--- config.mk ---
export PLATFORM = sky130hd
export DESIGN_NAME = fsk_dds_core
export DESIGN_NICKNAME = d
export VERILOG_FILES = /design/src/rtl/fsk_dds_pkg.sv /design/src/rtl/fsk_dds_cfg.sv /design/src/rtl/fsk_dds_sync.sv /design/src/rtl/fsk_dds_tune.sv /design/src/rtl/fsk_dds_acc.sv /design/src/rtl/fsk_dds_core.sv
export SDC_FILE = /design/constraint.sdc
export NUM_CORES = 1
export LEC_CHECK = 0
export BUFFER_PORTS_ARGS = -buffer_cell sky130_fd_sc_hd__buf_2
export CAP_MARGIN = 20
export CORE_ASPECT_RATIO = 0.6
export CORE_MARGIN = 3
export CORE_UTILIZATION = 60
export CTS_BUF_LIST = sky130_fd_sc_hd__clkbuf_8
export CTS_CLUSTER_SIZE = 16
export DETAILED_ROUTE_END_ITERATION = 12
export PLACE_DENSITY = 0.86
export SLEW_MARGIN = 15
export SYNTH_ARGS = -nofsm -noshare
export SYNTH_HDL_FRONTEND = slang
export SYNTH_SLANG_ARGS = --single-unit
--- constraint.sdc ---
create_clock -name clk -period 4.5 [get_ports clk]
set_clock_uncertainty 0.15 [all_clocks]
set_input_delay 0.9 -clock clk [delete_from_list [all_inputs] [get_ports clk]]
set_output_delay 0.9 -clock clk [all_outputs]
set_load 0.01 [all_outputs]
--- src/rtl/fsk_dds_pkg.sv ---
package fsk_dds_pkg;

    localparam int ACC_W   = 24;
    localparam int WORD_W  = 22;
    localparam int DEV_W   = 8;
    localparam int DEV_LSB = 2;
    localparam int ADDR_W  = 2;
    localparam int PAD_W   = ACC_W - WORD_W;
    localparam int DEV_PAD = ACC_W - DEV_W - DEV_LSB;

    typedef enum logic [ADDR_W-1:0] {
        REG_WORD0  = 2'd0,
        REG_WORD1  = 2'd1,
        REG_DEV    = 2'd2,
        REG_MODOFF = 2'd3
    } reg_sel_e;

    typedef struct packed {
        logic [WORD_W-1:0] word0;
        logic [WORD_W-1:0] word1;
        logic [DEV_W-1:0]  dev;
        logic              mod_off;
    } dds_cfg_t;

    typedef struct packed {
        logic mode;
        logic tx;
    } dds_ctl_t;

    function automatic logic [ACC_W-1:0] widen_word(input logic [WORD_W-1:0] w);
        return {{PAD_W{1'b0}}, w};
    endfunction

    function automatic logic [ACC_W-1:0] place_dev(input logic [DEV_W-1:0] d);
        return {{DEV_PAD{1'b0}}, d, {DEV_LSB{1'b0}}};
    endfunction

endpackage

--- src/rtl/fsk_dds_cfg.sv ---
module fsk_dds_cfg
    import fsk_dds_pkg::*;
(
    input  logic              clk,
    input  logic              rst,
    input  logic              wr_en,
    input  logic [ADDR_W-1:0] wr_addr,
    input  logic [WORD_W-1:0] wr_data,
    output dds_cfg_t          cfg
);

    always_ff @(posedge clk) begin
        if (rst) begin
            cfg <= '0;
        end else if (wr_en) begin
            case (reg_sel_e'(wr_addr))
                REG_WORD0:  cfg.word0   <= wr_data;
                REG_WORD1:  cfg.word1   <= wr_data;
                REG_DEV:    cfg.dev     <= wr_data[DEV_W-1:0];
                REG_MODOFF: cfg.mod_off <= wr_data[0];
                default:    ;
            endcase
        end
    end

    logic rst_seen_q;
    always_ff @(posedge clk) rst_seen_q <= rst;

    always_ff @(posedge clk) begin
        if (rst_seen_q === 1'b1) begin

            cfg_cleared_chk: assert (cfg == '0)
                else $error("configuration not cleared by reset");
        end
    end

endmodule

--- src/rtl/fsk_dds_sync.sv ---
module fsk_dds_sync #(
    parameter int W      = 2,
    parameter int STAGES = 2
) (
    input  logic         clk,
    input  logic         rst,
    input  logic [W-1:0] d,
    output logic [W-1:0] q
);

    logic [STAGES-1:0][W-1:0] stg;

    always_ff @(posedge clk) begin
        if (rst) begin
            stg <= '0;
        end else begin
            stg[0] <= d;
            for (int i = 1; i < STAGES; i++) begin
                stg[i] <= stg[i-1];
            end
        end
    end

    assign q = stg[STAGES-1];

endmodule

--- src/rtl/fsk_dds_tune.sv ---
module fsk_dds_tune
    import fsk_dds_pkg::*;
(
    input  logic             clk,
    input  logic             rst,
    input  dds_cfg_t         cfg,
    input  dds_ctl_t         ctl,
    output logic [ACC_W-1:0] tw_q
);

    logic [WORD_W-1:0] sel_word;
    logic              fsk_add;
    logic [ACC_W-1:0]  tw_next;

    always_comb begin
        sel_word = ctl.mode ? cfg.word1 : cfg.word0;
        fsk_add  = !cfg.mod_off && ctl.tx;
        tw_next  = widen_word(sel_word) + (fsk_add ? place_dev(cfg.dev) : '0);
    end

    always_ff @(posedge clk) begin
        if (rst) tw_q <= '0;
        else     tw_q <= tw_next;
    end


    tw_top_zero_chk: assert property (@(posedge clk) disable iff (rst)
        !rst |=> tw_q[ACC_W-1] == 1'b0);


    fsk_off_chk: assert property (@(posedge clk) disable iff (rst)
        cfg.mod_off |=> (tw_q[WORD_W-1:0] == $past(sel_word)) && (tw_q[ACC_W-1:WORD_W] == '0));


    dev_low_bits_chk: assert property (@(posedge clk) disable iff (rst)
        !rst |=> tw_q[DEV_LSB-1:0] == $past(sel_word[DEV_LSB-1:0]));

endmodule

--- src/rtl/fsk_dds_acc.sv ---
module fsk_dds_acc
    import fsk_dds_pkg::*;
(
    input  logic             clk,
    input  logic             rst,
    input  logic [ACC_W-1:0] tw,
    output logic [ACC_W-1:0] acc
);

    always_ff @(posedge clk) begin
        if (rst) acc <= '0;
        else     acc <= acc + tw;
    end


    hold_zero_chk: assert property (@(posedge clk) disable iff (rst)
        (tw == '0) |=> $stable(acc));

endmodule

--- src/rtl/fsk_dds_core.sv ---
module fsk_dds_core
    import fsk_dds_pkg::*;
#(
    parameter int SYNC_STAGES = 2
) (
    input  logic              clk,
    input  logic              rst,
    input  logic              wr_en,
    input  logic [ADDR_W-1:0] wr_addr,
    input  logic [WORD_W-1:0] wr_data,
    input  logic              mode_sel,
    input  logic              tx_bit,
    output logic [ACC_W-1:0]  phase_out,
    output logic              ref_square
);

    localparam int CTL_W = $bits(dds_ctl_t);

    dds_cfg_t         cfg;
    logic [CTL_W-1:0] ctl_raw;
    logic [CTL_W-1:0] ctl_sync;
    logic [ACC_W-1:0] tw;

    assign ctl_raw = {mode_sel, tx_bit};

    fsk_dds_cfg u_cfg (
        .clk     (clk),
        .rst     (rst),
        .wr_en   (wr_en),
        .wr_addr (wr_addr),
        .wr_data (wr_data),
        .cfg     (cfg)
    );

    fsk_dds_sync #(.W(CTL_W), .STAGES(SYNC_STAGES)) u_sync (
        .clk (clk),
        .rst (rst),
        .d   (ctl_raw),
        .q   (ctl_sync)
    );

    fsk_dds_tune u_tune (
        .clk  (clk),
        .rst  (rst),
        .cfg  (cfg),
        .ctl  (dds_ctl_t'(ctl_sync)),
        .tw_q (tw)
    );

    fsk_dds_acc u_acc (
        .clk (clk),
        .rst (rst),
        .tw  (tw),
        .acc (phase_out)
    );

    assign ref_square = phase_out[ACC_W-1];

endmodule

==> flow_summary.yaml <==
floorplanning:
  dieArea_um2: 10100
  fp.coreArea_um2: 8260
  pin_count: 54
  initial_core_util_pct: 64.8
  core.rowCount: 25
  fp.dieW_um: 128
  die_y_um: 79.2
sta:
  period_share_pct: 75.2
  finalMaxSlewViolations: 0
  max-slew-margin-rel_pct: 32.1
  hold_violations: 0
  rsz0062_at_grt: "no"
  tightest_slew_ps: 1020
  tns_ps: 0
  fin_crit_ps: 3390
  timing.fmax_ghz: 0.295
  setup_viol: 0
synth:
  synthTopCellsByCount: "106 x nand2_1, 104 x dfxtp_1, 72 x a21oi_1"
  syn_area_um2: 5350
  synthCells: 636
  synth-warning-count: 0
  yosysUniqueCellTypes: 53
  avgSynthCellArea_um2: 8.41
  async_flop_share_pct: 0
  ys.flop_type: "dfxtp_1"
  synth_nets: 698
  synth_edf_count: 0
  synth-seq-cells: 104
  synth_area_leaders: "dfxtp_1 39%, nand2_1 7.4%, ha_1 7.2%, a21oi_1 6.7%, mux2i_1 4.1%"
  synth_top_area_share_pct: 38.9
  yosysMostFrequentCell: "nand2_1"
  seq_area_frac_synth_pct: 38.9
  synth_top_area_cell: "dfxtp_1"
power:
  design_power_total_mw: 1.71
  vdd_drop_max_mv: 0.194
  leakage_nw: 2.50
  comb_power_share_pct: 10.4
  pwr-share-seq_pct: 57.0
  power_density_nw_per_um2: 294
  netSwitchingFraction_pct: 25.8
  p_sw_mw: 0.442
  p_int_mw: 1.27
  p_clk_share_pct: 32.6
global_routing:
  grt_max_degree: 65
  grt_pass1_wl_um: 21400
  gr-usage-all-layers_pct: 26.5
  antenna_found_initial: 0
  grt_pass1_vias: 4359
  overflow: 0
critical_path:
  path_buf_inv: 1
  cp_common_cell: "a21oi_1"
  ff2ff_setup_slack_ps: 1110
  startpoint_type: "register"
  crit_fanout: 35
  worstSetupPathType: "reg2reg"
  cpMaxStageDelayCell: "o21ai_0"
  worstPathCellList: "buf_4 > mux2_2 > ha_1 > a21o_1 > a21oi_1 > o21ai_0 > nand3_1 > or3_1 > a21oi_1"
  cp-end-kind: "register"
  worstPathArrival_ps: 3540
  cp_top_family: "compound AO/OA/AOI/OAI gates"
  rr_endpoint: "u_tune.tw_q[16]"
  required_ps: 4650
  reg2reg_depth: 9
  critical_path.max_stage_delay_ps: 480
  r2r_start: "u_sync.q[1]"
finish:
  multi_input_area_um2: 3080
  syn2layout_area_growth_pct: 8.53
  nFillCells: 641
  layout.cells.non_filler: 780
  register_area_um2: 2080
  antenna_cells: 0
  drive_gt1_share_pct: 14.1
  utilization_pct: 70.3
  num-nets-final: 729
  fin_area_um2: 5810
route:
  post_drt_via_cell_ratio: 6.07
  dr.pass1.iters: 5
  drt_iter0_markers: 497
  via_count: 4732
  wl_um: 13000
  drcViolationCount: 0
  ant_nets: 0
  avgRoutedWirePerCell_um: 16.6
clock_network:
  clk_path_buf_depth: 2
  cts_tree: "built"
  clock_sinks: 104
  post_cts_resized: 0
  post_cts_buffers: 0
  cts_buffers: 9
  htreeDepth: 3
  cts_root_buf: "clkbuf_8"
  clk_latency_ps: 370
  path_clk_slew_ps: 100
  ctsHoldBuffers: 0
place:
  post_dp_cell_area_um2: 5610
  place.gp.congestion: 0.957
  port_buffers: 53
  dp_cells: 764
  hpwl_um: 9520
hold_path:
  hold_path_depth: 2
  worstHoldStart: "u_cfg.cfg[39]"
  hold_path.class: "reg2reg"
  holdPathEnd: "u_cfg.cfg[39]"
status:
  status: "finished clean"
job:
  maxCapViolations: 0
-- per-layer routing --
layer	vias up	share of wire (%)	global-route usage (%)
met5	-	0	0
met4	0	1.7	7.94
met3	30	9.3	5.85
met2	251	41	39.5
met1	2170	48	38.2
li1	2281	-	-
-- worst min-delay path, stage by stage, from the launching register on --
cell and delay, ps:
dfxtp_1 320, nand2_1 50, a21oi_1 50
-- cells by family (layout without fill, tap and decap cells) --
family | Yosys count | after routing | synth area share, %
AO/OA/AOI/OAI | 145 | 145 | 16.6
XOR/XNOR | 24 | 24 | 3.93
adder cells (fa/ha/maj) | 33 | 33 | 8.00
buffers and inverters | 42 | 78 | 3.55
flip-flops | 104 | 104 | 38.9
multiplexers | 37 | 37 | 7.27
AND/OR/NAND/NOR | 251 | 251 | 21.7
-- sequential cells by signal (all words and copies together), names as in the netlist --
signal       count
u_cfg.cfg       53
u_acc.acc       24
u_tune.tw_q     23
u_sync.q         2
u_sync.stg       2
-- power groups by stage --
stage	Clock [mW]	Combinational (mW)	Sequential (mW)
floorplan	0	0.119	0.993
global placement	0	0.166	0.994
detailed placement	0	0.173	0.995
CTS	0.568	0.175	0.974
global route	0.603	0.196	0.978
finish	0.557	0.178	0.975
-- cell type report --
cell class | instances | share of cell area, %
sequential | 104 | 35.8
tap | 108 | 2.33
inverter | 6 | 0.388
clock buffer | 12 | 2.84
clock inverter | 4 | 0.495
timing repair buffer | 56 | 5.00
multi-input combinational | 490 | 53.1
-- worst max-delay path by stage --
stage / from / slack [ps] / cells after the start / end
after CTS: u_sync.q[1] / 1220 / 9 / u_tune.tw_q[16]
after floorplan: u_sync.q[1] / 1210 / 13 / u_tune.tw_q[18]
after detailed placement: u_sync.q[1] / 1260 / 9 / u_tune.tw_q[16]
final: u_sync.q[1] / 1110 / 9 / u_tune.tw_q[16]
after global placement: u_sync.q[1] / 1440 / 9 / u_tune.tw_q[16]
after global routing: u_sync.q[1] / 1030 / 10 / u_tune.tw_q[16]
-- layout by cell type, fill, tap and decap left out, types with 2 or more instances in the layout --
master / Yosys / final
nand2_1: 106 / 106
dfxtp_1: 104 / 104
a21oi_1: 72 / 72
nor2_1: 56 / 56
buf_2: 5 / 52
ha_1: 31 / 31
mux2i_1: 22 / 22
o21ai_0: 19 / 19
xnor2_1: 18 / 18
nor2b_1: 17 / 17
nor3_1: 16 / 16
mux2_2: 15 / 15
nand3_1: 14 / 14
a21o_1: 13 / 13
clkbuf_8: 0 / 12
nand4_1: 10 / 10
and2_1: 8 / 8
inv_1: 6 / 7
a31oi_1: 7 / 7
xor2_1: 6 / 6
o21a_1: 6 / 6
o211ai_1: 5 / 5
a211oi_1: 5 / 5
nand3b_1: 5 / 5
buf_4: 5 / 4
o21bai_1: 3 / 3
and3_1: 3 / 3
nand2b_1: 3 / 3
and3b_1: 3 / 3
a31o_2: 2 / 2
or3_1: 2 / 2
o31a_1: 2 / 2
nor4_1: 2 / 2
fa_1: 2 / 2
clkinv_4: 0 / 2
-- stage by stage --
step / hold WS, ps / worst slack [ps]
detailed placement: 289 / 1260
CTS: 310 / 1220
finish: 311 / 1110
global placement: 292 / 1440
global route: 324 / 1030
floorplan: 264 / 1210
No activity file was read; power rests on OpenSTA's default activity.
